### src/rtl/thermo_pkg.sv
`timescale 1ns/1ps
package thermo_pkg;
  // calibration selector; values match the hardware field encoding
  typedef enum logic [1:0] {
    CAL_NONE   = 2'd0,
    CAL_ONE_25 = 2'd1,
    CAL_ONE_85 = 2'd2,
    CAL_TWO    = 2'd3
  } cal_e;
endpackage

### src/rtl/trim_select.sv
`timescale 1ns/1ps
module trim_select #(
  parameter int VW       = 8,
  parameter int TW       = 16,
  parameter int E2_SHIFT = 8
) (
  input  logic [TW-1:0] trim_word,
  input  logic [TW-1:0] fuse_word,
  input  logic [VW-1:0] lim_lo,
  input  logic [VW-1:0] lim_hi,
  output logic [VW-1:0] e1,
  output logic [VW-1:0] e2
);
  logic [VW-1:0] e1_raw, e2_raw;
  logic          e1_bad;

  always_comb begin
    e1_raw = trim_word[VW-1:0];
    e2_raw = trim_word[E2_SHIFT +: VW];
    e1_bad = (e1_raw == '0) || (e1_raw < lim_lo) || (e1_raw > lim_hi);
    e1     = e1_bad ? fuse_word[VW-1:0] : e1_raw;
    e2     = (e2_raw == '0) ? fuse_word[E2_SHIFT +: VW] : e2_raw;
  end
endmodule

### src/rtl/range_guard.sv
`timescale 1ns/1ps
module range_guard #(
  parameter int VW   = 8,
  parameter int T_LO = 25,
  parameter int T_HI = 125,
  parameter int C_LO = 75,
  parameter int C_HI = 175
) (
  input  logic          enable,
  input  logic          is_code,
  input  logic [VW-1:0] value,
  output logic          bad
);
  localparam logic [VW-1:0] TLO = VW'(T_LO);
  localparam logic [VW-1:0] THI = VW'(T_HI);
  localparam logic [VW-1:0] CLO = VW'(C_LO);
  localparam logic [VW-1:0] CHI = VW'(C_HI);

  always_comb begin
    if (!enable)      bad = 1'b0;
    else if (is_code) bad = (value < CLO) || (value > CHI);
    else              bad = (value < TLO) || (value > THI);
  end
endmodule

### src/rtl/conv_core.sv
`timescale 1ns/1ps
module conv_core
  import thermo_pkg::*;
#(
  parameter int VW = 8,
  parameter int IW = 2*VW+4
) (
  input  logic                 to_temp,
  input  cal_e                 mode,
  input  logic [VW-1:0]        din,
  input  logic [VW-1:0]        e1,
  input  logic [VW-1:0]        e2,
  input  logic [VW-1:0]        t1,
  input  logic [VW-1:0]        t2,
  input  logic signed [VW-1:0] ofs,
  output logic signed [IW-1:0] result,
  output logic                 div_zero
);
  localparam int PAD = IW - VW;
  localparam logic signed [IW-1:0] ONE = {{(IW-1){1'b0}}, 1'b1};

  logic signed [IW-1:0] x, se1, se2, st1, st2, sofs;
  logic signed [IW-1:0] num, den, den_safe, quo;

  always_comb begin
    x    = $signed({{PAD{1'b0}}, din});
    se1  = $signed({{PAD{1'b0}}, e1});
    se2  = $signed({{PAD{1'b0}}, e2});
    st1  = $signed({{PAD{1'b0}}, t1});
    st2  = $signed({{PAD{1'b0}}, t2});
    sofs = {{PAD{ofs[VW-1]}}, ofs};

    if (!to_temp) begin
      num = (x - st1) * (se2 - se1);
      den = st2 - st1;
    end else begin
      num = (x - se1) * (st2 - st1);
      den = se2 - se1;
    end
    den_safe = (den == '0) ? ONE : den;
    quo      = num / den_safe;   // signed: truncates toward zero

    div_zero = 1'b0;
    case (mode)
      CAL_TWO: begin
        result   = quo + (to_temp ? st1 : se1);
        div_zero = (den == '0);
      end
      CAL_ONE_25, CAL_ONE_85:
        result = to_temp ? (x - se1 + st1) : (x + se1 - st1);
      default:
        result = to_temp ? (x - sofs) : (x + sofs);
    endcase
  end
endmodule

### src/rtl/thermo_code_conv.sv
`timescale 1ns/1ps
module thermo_code_conv
  import thermo_pkg::*;
#(
  parameter int VW       = 8,
  parameter int TW       = 16,
  parameter int E2_SHIFT = 8,
  parameter int T_LO     = 25,
  parameter int T_HI     = 125,
  parameter int C_LO     = 75,
  parameter int C_HI     = 175,
  localparam int IW      = 2*VW+4
) (
  input  logic                 clk,
  input  logic                 rst,
  input  logic                 in_valid,
  input  logic                 to_temp,
  input  logic                 hw_pass,
  input  logic [1:0]           cal_mode,
  input  logic                 legacy_chk,
  input  logic [VW-1:0]        din,
  input  logic [TW-1:0]        trim_word,
  input  logic [TW-1:0]        fuse_word,
  input  logic [VW-1:0]        trim_min,
  input  logic [VW-1:0]        trim_max,
  input  logic [VW-1:0]        ref_t1,
  input  logic [VW-1:0]        ref_t2,
  input  logic signed [VW-1:0] def_ofs,
  output logic                 out_valid,
  output logic signed [IW-1:0] out_value,
  output logic                 out_err
);
  logic [VW-1:0]        e1, e2;
  logic signed [IW-1:0] core_val, nxt_val;
  logic                 div_zero, range_bad, nxt_err;

  trim_select #(.VW(VW), .TW(TW), .E2_SHIFT(E2_SHIFT)) u_trim (
    .trim_word (trim_word),
    .fuse_word (fuse_word),
    .lim_lo    (trim_min),
    .lim_hi    (trim_max),
    .e1        (e1),
    .e2        (e2)
  );

  range_guard #(.VW(VW), .T_LO(T_LO), .T_HI(T_HI), .C_LO(C_LO), .C_HI(C_HI)) u_guard (
    .enable  (legacy_chk),
    .is_code (to_temp),
    .value   (din),
    .bad     (range_bad)
  );

  conv_core #(.VW(VW), .IW(IW)) u_core (
    .to_temp  (to_temp),
    .mode     (cal_e'(cal_mode)),
    .din      (din),
    .e1       (e1),
    .e2       (e2),
    .t1       (ref_t1),
    .t2       (ref_t2),
    .ofs      (def_ofs),
    .result   (core_val),
    .div_zero (div_zero)
  );

  always_comb begin
    if (hw_pass) begin
      nxt_err = 1'b0;
      nxt_val = $signed({{(IW-VW){1'b0}}, din});
    end else begin
      nxt_err = div_zero | range_bad;
      nxt_val = nxt_err ? '0 : core_val;
    end
  end

  always_ff @(posedge clk) begin
    if (rst) begin
      out_valid <= 1'b0;
      out_value <= '0;
      out_err   <= 1'b0;
    end else begin
      out_valid <= in_valid;
      if (in_valid) begin
        out_value <= nxt_val;
        out_err   <= nxt_err;
      end
    end
  end

  assert_valid_follows_R11: assert property (@(posedge clk) disable iff (rst)
    in_valid |=> out_valid);

  assert_idle_hold_R11: assert property (@(posedge clk) disable iff (rst)
    !in_valid |=> (!out_valid && $stable(out_value) && $stable(out_err)));

  assert_pass_through_R1: assert property (@(posedge clk) disable iff (rst)
    (in_valid && hw_pass) |=> (!out_err && $unsigned(out_value) == IW'($past(din))));

  assert_div_zero_R9: assert property (@(posedge clk) disable iff (rst)
    (in_valid && !hw_pass && cal_mode == 2'd3 && !to_temp && ref_t1 == ref_t2) |=> out_err);

  assert_err_zero_value_R8: assert property (@(posedge clk) disable iff (rst)
    out_err |-> (out_value == '0));
endmodule

### config.mk
export PLATFORM = sky130hd
export DESIGN_NAME = thermo_code_conv
export DESIGN_NICKNAME = d
export VERILOG_FILES = /design/src/rtl/thermo_pkg.sv /design/src/rtl/trim_select.sv /design/src/rtl/range_guard.sv /design/src/rtl/conv_core.sv /design/src/rtl/thermo_code_conv.sv
export SDC_FILE = /design/constraint.sdc
export NUM_CORES = 1
export LEC_CHECK = 0
export BUFFER_PORTS_ARGS = -buffer_cell sky130_fd_sc_hd__buf_2
export CAP_MARGIN = 20
export CORE_MARGIN = 10
export CORE_UTILIZATION = 40
export CTS_BUF_LIST = sky130_fd_sc_hd__clkbuf_8
export DETAILED_ROUTE_END_ITERATION = 10
export HOLD_SLACK_MARGIN = 0.06
export PLACE_DENSITY = 0.64
export SYNTH_ARGS = -nofsm -noshare
export SYNTH_HDL_FRONTEND = slang
export SYNTH_SLANG_ARGS = --single-unit
### constraint.sdc
create_clock -name clk -period 78.1 [get_ports clk]
set_clock_uncertainty 0.05 [all_clocks]
set_input_delay 7.81 -clock clk [delete_from_list [all_inputs] [get_ports clk]]
set_output_delay 7.81 -clock clk [all_outputs]
set_load 0.05 [all_outputs]
==> Word-level counts from Yosys, hierarchy flattened <==
Index checks and enable logic that the tools add are counted.
{ "totals": {"word_cells": 49, "regBits": 22} }
{ "classes": {"div_mod_pow": 1, "n_reduce_logical": 8, "n_mul": 2, "n_addsub": 10, "n_bitwise": 1, "eq_ne": 3, "magnitude_cmp": 6, "muxes": 15} }
{ "ops": {"columns": ["operator", "count"], "rows": [
  ["$mux W20", 7],
  ["$mul A20 B20 Y20", 2],
  ["$pmux W20 S2", 1],
  ["$sub A8 B8 Y9", 4],
  ["$mux W8", 3],
  ["$add A20 B20 Y20", 1],
  ["$add A20 B9 Y20", 1],
  ["$div A20 B20 Y20", 1],
  ["$logic_not A20 Y1", 1],
  ["$sub A20 B9 Y20", 1],
  ["$logic_not A8 Y1", 2],
  ["$add A9 B8 Y10", 1],
  ["$sub A9 B8 Y10", 1],
  ["$add A8 B8 Y9", 1],
  ["$gt A8 B7 Y1 const B", 1],
  ["$gt A8 B8 Y1", 1],
  ["$gt A8 B8 Y1 const B", 1],
  ["$lt A8 B5 Y1 const B", 1],
  ["$lt A8 B7 Y1 const B", 1],
  ["$lt A8 B8 Y1", 1],
  ["$eq A2 B2 Y1 const B", 2],
  ["$logic_or A1 B1 Y1", 4],
  ["$mux W1", 4],
  ["$eq A2 B1 Y1 const B", 1],
  ["other kinds (2)", 2]
]} }

==> Logic depth before layout (Yosys ltp) <==
Gate-level depths: netlist of run 1.
{ "logic_depth": {"ltp_word": 13, "depth_mapped": 269, "ltp_nobuf": 260} }

==> Modules after synthesis <==
From an unflattened synthesis of run 1, not the netlist that was laid out.
{ "unflattened": {"cells_unflattened": 3082, "hier_area_um2": 23293.6} }
{ "by_module_without_submodules": {"columns": ["mod", "seq_area_each_um2", "instances", "area_each_um2", "cells_each"], "rows": [
  ["conv_core", 0.0, 1, 21822.2, 2918],
  ["thermo_code_conv", 440.4, 1, 810.8, 72],
  ["trim_select", 0.0, 1, 576.8, 79],
  ["range_guard", 0.0, 1, 83.8, 13]
]} }

==> Worst setup path before layout of run 1 <==
Ideal clock, no wire load.
{ "synth_path": {"kind": "input to register", "from": "input trim_max[5]", "to": "register out_value[16]", "setup_ns": 0.128, "cell_stages": 252, "arrival_time_ns": 56.421, "slack_ns": 21.502, "cell_sequence": "inv_1 ha_1 a211oi_2 nor2_1 nand4bb_1 a21oi_2 buf_6 nand2_1 o21ai_0 ha_1 inv_1 fa_1 nand2_1 nor3_1 and3_4 or3_4 nand4_1 and2_1 [... 216 more ...] inv_1 ha_1 nor2_1 a21oi_1 fa_1 a21o_1 a21o_1 a21oi_1 nor2_1 nor2_1 o21bai_1 a21oi_1 nand2b_1 nor3_1 xnor2_1 a221oi_1 a2bb2oi_1 nor2_1"} }
{ "synth_via": {"elab_chain_len": 12} }
{ "synth_rtl": {"columns": ["item", "line_no", "source"], "rows": [
  ["from (decl)", "thermo_code_conv.sv:25", "input logic [VW-1:0] trim_max,"],
  ["$gt A8 B8 Y1 (*)", "trim_select.sv:20", "e1_bad = (e1_raw == '0) || (e1_raw < lim_lo) || (e1_raw > lim_hi);"],
  ["$logic_or A1 B1 Y1 (*)", "trim_select.sv:20", null],
  ["$mux W8 (*)", "trim_select.sv:21", "e1 = e1_bad ? fuse_word[VW-1:0] : e1_raw;"],
  ["branches (longest 7 deep; another with $mul A20 B20 Y20)", null, null],
  ["$mux W20 (*)", "thermo_code_conv.sv:72", "nxt_val = nxt_err ? '0 : core_val;"],
  ["$mux W20 (*)", "thermo_code_conv.sv:67", "if (hw_pass) begin"],
  ["to (signal assigned)", "thermo_code_conv.sv:84", "out_value <= nxt_val;"],
  ["to (decl)", "thermo_code_conv.sv:30", "output logic signed [IW-1:0] out_value,"]
]} }
Mark *: on every way between the ends.
A chain may end at the register's enable or synchronous reset.

==> Worst setup path in the final report of run 1 <==
{ "layout_path": {"from": "input trim_word[5]", "to": "register out_value[15]"} }
{ "layout_via": {"elab_chain_len": 13} }
{ "layout_rtl": {"columns": ["item", "line_no", "source"], "rows": [
  ["from (decl)", "thermo_code_conv.sv:22", "input logic [TW-1:0] trim_word,"],
  ["$lt A8 B8 Y1 / $logic_not A8 Y1 (equally long branches)", "trim_select.sv:20", null],
  ["$logic_or A1 B1 Y1 (2 in a row)", "trim_select.sv:20", null],
  ["$mux W8 (*)", "trim_select.sv:21", null],
  ["branches (longest 7 deep; another with $mul A20 B20 Y20)", null, null],
  ["$mux W20 (*)", "thermo_code_conv.sv:72", null],
  ["$mux W20 (*)", "thermo_code_conv.sv:67", null]
]} }
Marked as above.

==> flow_metrics.tcl, run 1 <==
set metrics [dict create \
    grt_pass1_vias 22010 \
    numPlacedInstances 4054 \
    grt_pass1_wl_microns 118700 \
    synth_commonest_cells "ha_1, inv_1, nor2_1, nand2_1, a21oi_1" \
    synth_top_area_cell "ha_1" \
    initial_utilization_pct 40.39 \
    drc 0 \
    wl_microns 73820 \
    required_ns 78.19 \
    syn_to_final_growth_pct 7.096 \
    r2r-start "out_value[0]$_SDFFE_PP0P_" \
    grt_max_degree 81 \
    run_status "complete, no violations" \
    crit_arrival_ns 63.10 \
    post_cts_resize_count 0 \
    critical_path.most_common_cell "o21a_1" \
    seq_area_frac_synth_pct 1.847 \
    syn_inst 3167 \
    drv_slew 0 \
    die_w_microns 264.1 \
    cts_max_level 1 \
    die_h_microns 264.1 \
    ctsLongestPathBuffers 2 \
    yosys_warnings 0 \
    netlist_area_sq_mm 0.02384 \
    cts_hold_buffers 0 \
    final_nets 3923 \
    antennaDiodeCount 0 \
    crit_path_start "trim_word[5]" \
    io_pins 110 \
    grt_overflow 0 \
    synth.distinct_cells 113 \
    synth_top_cells_by_area "ha_1, fa_1, xnor2_1" \
    final_cells 4059 \
    cp_max_fo 22 \
    drtPass1Iterations 8 \
    tightest_slew_ns 1.115 \
    tns_ns 0 \
    antenna_found_initial 0 \
    fin_crit_ns 63.01 \
    avgRoutedWirePerCell_microns 18.19 \
    grt_usage_pct 20.41 \
    rows 89 \
    portBuffers 109 \
    root_buffer "clkbuf_8" \
    drive_above_1_share_pct 8.338 \
    dieArea_sq_mm 0.06976 \
    cp_slowest_cell "xnor2_1" \
    cp_num_buf_inv 16 \
    critPathKind "input pin to flop" \
    fmaxAchievable_mhz 15.87 \
    slowest_delay_ns 0.78 \
    relSlewSlack_pct 23.75 \
    fin_crit_sh_pct 80.68 \
    ant_nets 0 \
    async_reset_ff_share_pct 0 \
    clkTransAtPathRegs_ns 0.08 \
    gp_congestion 0.9812 \
    rsz0062_at_grt "no" \
    num_vias 23080 \
    max_cap_viol_count 0 \
    core_sq_mm 0.05902 \
    synth.most_common_cell "ha_1" \
    critPathLaunchType "input pin" \
    worstHoldPathType "flop to flop" \
    critPathCaptureType "flop" \
    drt_iter0_drc 1777 \
    cp_top_family "compound AO/OA/AOI/OAI gates" \
    synthFlopType "dfxtp_1" \
    hpwl_microns 62470 \
    hold_start "out_value[7]$_SDFFE_PP0P_" \
    cts_inserted_buffers 3 \
    ys_seq_elements 22 \
    syn_area_per_cell_sq_um 7.528 \
    post_cts_buffers 0 \
    clkLatencyLatePin_ns 0.26 \
    cts_sinks 22 \
    cts_tree "done" \
    synth-edff-count 0 \
    vias_per_cell 5.686 \
    setup_violations 0 \
    synth_top_area_share_pct 20.26 \
    hold_viol 0 \
]
[layout make-up]
class / instances / area [sq um]
clock buffer: 3 / 41.29
sequential: 22 / 440.4
timing repair buffer: 133 / 735.7
inverter: 305 / 1145
multi-input combinational: 2823 / 22200
tap: 773 / 967.2
fill: 6087 / 33490
[worst min-delay path, cell delays in order (launching register included)]
cell	delay [ns]
dfxtp_1	0.31
nor2_1	0.08
a211oi_1	0.05
[final timing paths]
kind	endpoint	slack [ns]	cells past startpoint
setup reg to reg	out_value[0]$_SDFFE_PP0P_	77.21	2
setup / recovery	out_value[15]$_SDFFE_PP0P_	15.09	236
hold reg to reg	out_value[7]$_SDFFE_PP0P_	0.44	2
hold / removal	out_value[7]$_SDFFE_PP0P_	0.44	2
[logic make-up (layout without fill, tap and decap cells)]
kind of cell | count (synthesis) | count (layout) | synth area share, %
compound gates | 887 | 887 | 25.56
xor+xnor | 234 | 234 | 8.597
fa+ha+maj | 547 | 547 | 33.78
buf+inv | 387 | 441 | 6.230
flops | 22 | 22 | 1.847
mux | 69 | 69 | 3.128
other cells | 1 | 66 | 0.01573
simple gates | 1020 | 1020 | 20.84
[layout by cell type (no fill, tap or decap), types with 43 or more instances in the layout]
| master | instances |
|---|---|
| o21ai_0 | 151 |
| nand2b_1 | 67 |
| nand2_1 | 270 |
| a21o_1 | 109 |
| nand3_1 | 43 |
| o21a_1 | 100 |
| buf_2 | 108 |
| inv_1 | 303 |
| xnor2_1 | 152 |
| fa_1 | 161 |
| xor2_1 | 79 |
| a21oi_1 | 204 |
| nor2_1 | 294 |
| ha_1 | 386 |
| conb_1 | 66 |
| nor3_1 | 99 |
| nor2b_1 | 66 |
[metrics by stage]
stage | hold WS (ns) | utilization (%) | cell area (sq um) | worst slack, ns
3_3_place_gp | 0.4223 | 43.15 | 25470 | 16.26
4_1_cts | 0.4418 | 43.22 | 25510 | 15.49
3_5_place_dp | 0.4315 | 43.15 | 25470 | 15.34
6_report | 0.4355 | 43.26 | 25530 | 15.09
2_1_floorplan | 0.6462 | - | 24080 | 21.50
5_1_grt | 0.4810 | 43.26 | 25530 | 10.81
[state kept, by name (all words and copies together), names as in the netlist]
signal and cells:
out_valid 1, out_err 1, out_value 20
[metal layers]
metal	wire [microns]	GRT usage, %	vias to the layer above	part of all wire (%)
met5	0	0	-	0
met4	2409	5.884	0	3.3
met3	4798	2.094	106	6.5
met2	33090	33.67	718	45
met1	33520	27.65	10840	45
li1	-	-	11410	-
Power of run 1 is not shown: default switching activity piles up to over one toggle a cycle in this logic, so the estimate is an artifact.
==> inputs of run 2 (changes only) <==
==> constraint.sdc (replaced) <==
create_clock -name clk -period 62.3 [get_ports clk]
set_clock_uncertainty 0.05 [all_clocks]
set_input_delay 6.23 -clock clk [delete_from_list [all_inputs] [get_ports clk]]
set_output_delay 6.23 -clock clk [all_outputs]
set_load 0.05 [all_outputs]
==> run 2 against run 1 <==
- hold slack worse by 0.0036 ns
- cell area up 1.1%
- final cell count up 0.54%
- die area unchanged
- non-clock buffer count up 22
- sequential cell count unchanged
- critical path depth up 6
- clock-buffer cell count unchanged
- via count up 0.48%
- global-route usage up 0.24 points
- sequential share of layout area about the same
- worst setup slack worse by 11 ns
==> flow_metrics.tcl, run 2 (synthesized netlist as in run 1, its figures left out) <==
set metrics [dict create \
    root_buffer "clkbuf_8" \
    top_regs "out_value (20), out_err (1), out_valid (1)" \
    pre_cts_ws_ns 1.100 \
    antennaDiodeCount 0 \
    fin_hold_ws_ns 0.4319 \
    worst_slack_ns 4.167 \
    cts_sinks 22 \
    post_dp_cell_area_sq_mm 0.02553 \
    ff2ff_path_depth 2 \
    grt_usage_pct 20.65 \
    initial_utilization_pct 40.39 \
    cts_tree "done" \
    gp_congestion 0.9766 \
    drive_above_1_share_pct 9.522 \
    final_cells 4081 \
    clkLatencyLatePin_ns 0.27 \
    ff_latch_area_sq_um 440.4 \
    final_cell_mix "ha_1, inv_1, nor2_1" \
    portBuffers 109 \
    grt_pass1_vias 22050 \
    ant_nets 0 \
    required_ns 62.40 \
    cts_max_level 1 \
    die_h_microns 264.1 \
    hpwl_microns 63120 \
    drc 0 \
    drt_iter0_drc 1867 \
    critPathCaptureType "flop" \
    top_register "out_value" \
    final_nets 3945 \
    run_status "complete, no violations" \
    design_area_sq_mm 0.02582 \
    fmaxAchievable_mhz 17.20 \
    worstHoldPathType "flop to flop" \
    die_w_microns 264.1 \
    grt_max_degree 79 \
    critPathKind "input pin to flop" \
    wl_microns 74990 \
    crit_end "out_value[16]$_SDFFE_PP0P_" \
    multiInputGateArea_sq_mm 0.02233 \
    core_sq_mm 0.05902 \
    grt_overflow 0 \
    r2r-start "out_value[5]$_SDFFE_PP0P_" \
    fin_crit_ns 58.13 \
    io_pins 110 \
    relSlewSlack_pct 30.02 \
    antenna_found_initial 0 \
    cp_max_fo 26 \
    grt_pass1_wl_microns 120000 \
    ctsLongestPathBuffers 2 \
    layout_commonest_cell "ha_1" \
    fin_crit_sh_pct 93.31 \
    syn_to_final_growth_pct 8.287 \
    numPlacedInstances 4062 \
    vias_per_cell 5.682 \
    critPathLaunchType "input pin" \
    crit_arrival_ns 58.23 \
    drv_slew 0 \
    largest_reg_flops 20 \
    num_vias 23190 \
    nFillCells 6036 \
    cts_hold_buffers 0 \
    reg2reg_slack_ns 61.41 \
    max_cap_viol_count 0 \
    hold_viol 0 \
    drtPass1Iterations 6 \
    cts_inserted_buffers 3 \
    rr_endpoint "out_value[5]$_SDFFE_PP0P_" \
    crit_path_start "trim_word[5]" \
    clkTransAtPathRegs_ns 0.08 \
    cp_slowest_cell "fa_1" \
    tightest_slew_ns 1.045 \
    dieArea_sq_mm 0.06976 \
    setup_violations 0 \
    critical_path.most_common_cell "o21a_1" \
    rows 89 \
    avgRoutedWirePerCell_microns 18.38 \
    slowest_delay_ns 0.54 \
]
==> run 2: cell types whose count changed in the layout (fill, tap and decap cells not counted), moves of 2 or more <==
cell | before | now
buf_4 | 24 | 47
o21ai_0 | 151 | 146
o21ai_1 | 10 | 14
a21o_1 | 109 | 107
a21o_2 | 0 | 2
a21oi_1 | 204 | 202
o41ai_1 | 5 | 3
o41ai_2 | 0 | 2
==> run 2: how the worst min path moves through the flow <==
stage | startpoint | end | slack (ns) | depth (start not counted)
floorplan | out_value[7]$_SDFFE_PP0P_ | out_value[7]$_SDFFE_PP0P_ | 0.65 | 2
finish | out_value[7]$_SDFFE_PP0P_ | out_value[7]$_SDFFE_PP0P_ | 0.43 | 2
CTS | out_value[7]$_SDFFE_PP0P_ | out_value[7]$_SDFFE_PP0P_ | 0.43 | 2
global route | out_value[13]$_SDFFE_PP0P_ | out_value[13]$_SDFFE_PP0P_ | 0.45 | 2
global placement | out_value[13]$_SDFFE_PP0P_ | out_value[13]$_SDFFE_PP0P_ | 0.42 | 2
detailed placement | out_value[7]$_SDFFE_PP0P_ | out_value[7]$_SDFFE_PP0P_ | 0.42 | 2
==> run 2: layout make-up <==
cell class / instances / area share (%)
Inverter: 305 / 4.449
Clock buffer: 3 / 0.1599
Tap cell: 773 / 3.746
Timing Repair Buffer: 155 / 3.460
Sequential cell: 22 / 1.706
Multi-Input combinational cell: 2823 / 86.48
==> run 2: metal layers <==
metal,vias to the layer above,share of wire (%),track usage (%),routed length (microns)
li1,11470,-,-,-
met1,10920,46,28.04,34280
met2,691,45,33.93,33640
met3,104,6.4,2.427,4773
met4,0,3.1,5.591,2304
met5,-,0,0,0
==> run 2: worst max-delay path: cells and delay by family <==
family / cells / cell delay, ns
AO/OA/AOI/OAI: 125 / 26.16
XOR/XNOR: 5 / 1.14
adder cells (fa/ha/maj): 30 / 9.69
buffers and inverters: 17 / 2.53
multiplexers: 6 / 1.65
AND/OR/NAND/NOR: 59 / 10.76
==> run 2: per-stage QoR <==
step	setup TNS, ns	utilization, %
finish	0	43.74
global route	-0.06060	43.74
CTS	0	43.32
floorplan	0	-
global placement	0	43.25
detailed placement	0	43.25
==> run 2: what timing repair did <==
item / in CTS / in global routing
resized for setup: 0 / 31
buffers inserted: 0 / 16
setup endpoints to repair: 0 / 20
Power of run 2 is left out for the same reason.
==> inputs of run 3 (changes only) <==
--- a/config.mk
+++ b/config.mk
@@ -5,6 +5,7 @@
 export SDC_FILE = /design/constraint.sdc
 export NUM_CORES = 1
 export LEC_CHECK = 0
+export ABC_AREA = 1
 export BUFFER_PORTS_ARGS = -buffer_cell sky130_fd_sc_hd__buf_2
 export CAP_MARGIN = 20
 export CORE_MARGIN = 10
==> run 3 against run 2 <==
- sequential share of layout area increased by 0.065 points
- synthesized area fell by 5.5%
- sequential cell count unchanged
- global-route usage fell by 2.0 points
- utilization up 1.1 points
- maximum frequency rose by 2.3%
- via count is 6.1% lower
- worst setup slack better by 1.3 ns
- critical path type unchanged
- highest routed layer unchanged
==> flow_metrics.tcl, run 3 <==
set metrics [dict create \
    hold_start "out_value[15]$_SDFFE_PP0P_" \
    synth_top_area_share_pct 21.43 \
    cts_tree "done" \
    vias_per_cell 4.977 \
    nFillCells 5795 \
    grt_usage_pct 18.70 \
    final_cell_mix "nand2_1, inv_1, ha_1" \
    slowest_delay_ns 0.61 \
    fmaxAchievable_mhz 17.59 \
    ff2ff_path_depth 2 \
    grt_pass1_vias 20530 \
    drtPass1Iterations 5 \
    die_h_microns 257.4 \
    grt_max_degree 40 \
    clkLatencyLatePin_ns 0.26 \
    final_nets 4259 \
    core_sq_mm 0.05542 \
    hold_viol 0 \
    cts_inserted_buffers 3 \
    async_reset_ff_share_pct 0 \
    synth.most_common_cell "nand2_1" \
    dieArea_sq_mm 0.06625 \
    synth.distinct_cells 71 \
    fin_crit_sh_pct 91.23 \
    synth-edff-count 0 \
    drv_slew 0 \
    reg2reg_slack_ns 61.51 \
    max_cap_viol_count 0 \
    seq_area_frac_synth_pct 1.954 \
    synth_commonest_cells "nand2_1, inv_1, ha_1, nor2_1, a21oi_1" \
    fin_crit_ns 56.84 \
    run_status "complete, no violations" \
    syn_inst 3433 \
    antenna_found_initial 2 \
    top_register "out_value" \
    cts_sinks 22 \
    drive_above_1_share_pct 12.28 \
    top_regs "out_value (20), out_err (1), out_valid (1)" \
    root_buffer "clkbuf_8" \
    fin_hold_ws_ns 0.4142 \
    cp_slowest_cell "fa_1" \
    synth_top_area_cell "ha_1" \
    gp_congestion 0.9262 \
    drc 0 \
    initial_utilization_pct 40.68 \
    rows 86 \
    die_w_microns 257.4 \
    ant_nets 0 \
    synth_top_cells_by_area "ha_1, fa_1, nand2_1" \
    ctsLongestPathBuffers 2 \
    cp_max_fo 24 \
    cts_max_level 1 \
    multiInputGateArea_sq_mm 0.01988 \
    whs_endpoint "out_value[15]$_SDFFE_PP0P_" \
    num_vias 21770 \
    critPathCaptureType "flop" \
    setup_violations 0 \
    pre_cts_ws_ns 0.5406 \
    critPathLaunchType "input pin" \
    wl_microns 63810 \
    ys_seq_elements 22 \
    clkTransAtPathRegs_ns 0.08 \
    largest_reg_flops 20 \
    critPathKind "input pin to flop" \
    r2r-start "out_value[10]$_SDFFE_PP0P_" \
    whs_path_depth 2 \
    grt_pass1_wl_microns 104100 \
    yosys_warnings 0 \
    required_ns 62.44 \
    netlist_area_sq_mm 0.02254 \
    synthFlopType "dfxtp_1" \
    drt_iter0_drc 1376 \
    tns_ns 0 \
    worst_slack_ns 5.462 \
    avgRoutedWirePerCell_microns 14.59 \
    syn_to_final_growth_pct 10.32 \
    worstHoldPathType "flop to flop" \
    io_pins 110 \
    syn_area_per_cell_sq_um 6.566 \
    layout_commonest_cell "nand2_1" \
    grt_overflow 0 \
    hpwl_microns 54120 \
    rr_endpoint "out_value[10]$_SDFFE_PP0P_" \
    relSlewSlack_pct 48.22 \
    critical_path.most_common_cell "nand2_1" \
    portBuffers 109 \
    crit_arrival_ns 56.98 \
    tightest_slew_ns 0.7741 \
    ff_latch_area_sq_um 440.4 \
]
## run 3: metrics by stage
step / utilization, % / cell area (sq um) / cells
global route: 44.86 / 24860 / 4372
floorplan: - / 22780 / 3498
CTS: 43.72 / 24230 / 4323
detailed placement: 43.62 / 24170 / 4319
global placement: 43.62 / 24170 / 4319
finish: 44.87 / 24870 / 4374
## run 3: critical path, delay by kind of cell
kind / cells / cell delay [ns]
simple gates: 145 / 14.67
xor+xnor: 1 / 0.43
mux: 1 / 0.20
fa+ha+maj: 29 / 9.94
compound gates: 140 / 20.74
buf+inv: 54 / 4.75
## run 3: routing by layer
metal  vias to the layer above  wire [microns]  track usage (%)
met5                         -               0                0
met4                         0            1802            4.819
met3                        83            3384            1.801
met2                       485           28450            30.47
met1                      9862           30170            25.93
li1                      11340               -                -
## run 3: area by class of cell
type,count,share of cell area (%)
Antenna cell,3,0.03019
Sequential cell,22,1.771
Clock buffer,4,0.2214
Inverter,657,10.03
Multi-Input combinational cell,2765,79.93
Timing Repair inverter,3,0.06038
Timing Repair Buffer,172,4.191
Tap cell,748,3.764
## run 3: worst max path at each step
stage	startpoint	endpoint	slack, ns
global placement	trim_word[7]	out_value[16]$_SDFFE_PP0P_	2.17
global route	trim_word[7]	out_value[16]$_SDFFE_PP0P_	-0.28
floorplan	trim_max[7]	out_value[19]$_SDFFE_PP0P_	7.28
detailed placement	trim_word[7]	out_value[16]$_SDFFE_PP0P_	0.54
CTS	trim_word[7]	out_value[16]$_SDFFE_PP0P_	0.71
finish	trim_word[5]	out_value[16]$_SDFFE_PP0P_	5.46
## run 3: timing repair
item / CTS / global route
gates resized for setup: 0 / 82
endpoints found under the setup margin: 0 / 20
hold buffers: 0 / 0
setup buffers: 0 / 42
## run 3: cell families after synthesis
group,Yosys count,share of synthesized area [%]
AOI/OAI and AO/OA,628,16.40
buffers and inverters,715,12.17
other,1,0.01664
and+or+nand+nor,1321,25.95
xor gates and xnor gates,196,7.649
adders and majority gates,547,35.73
muxes,3,0.1388
DFF,22,1.954
Power of run 3 is left out for the same reason.
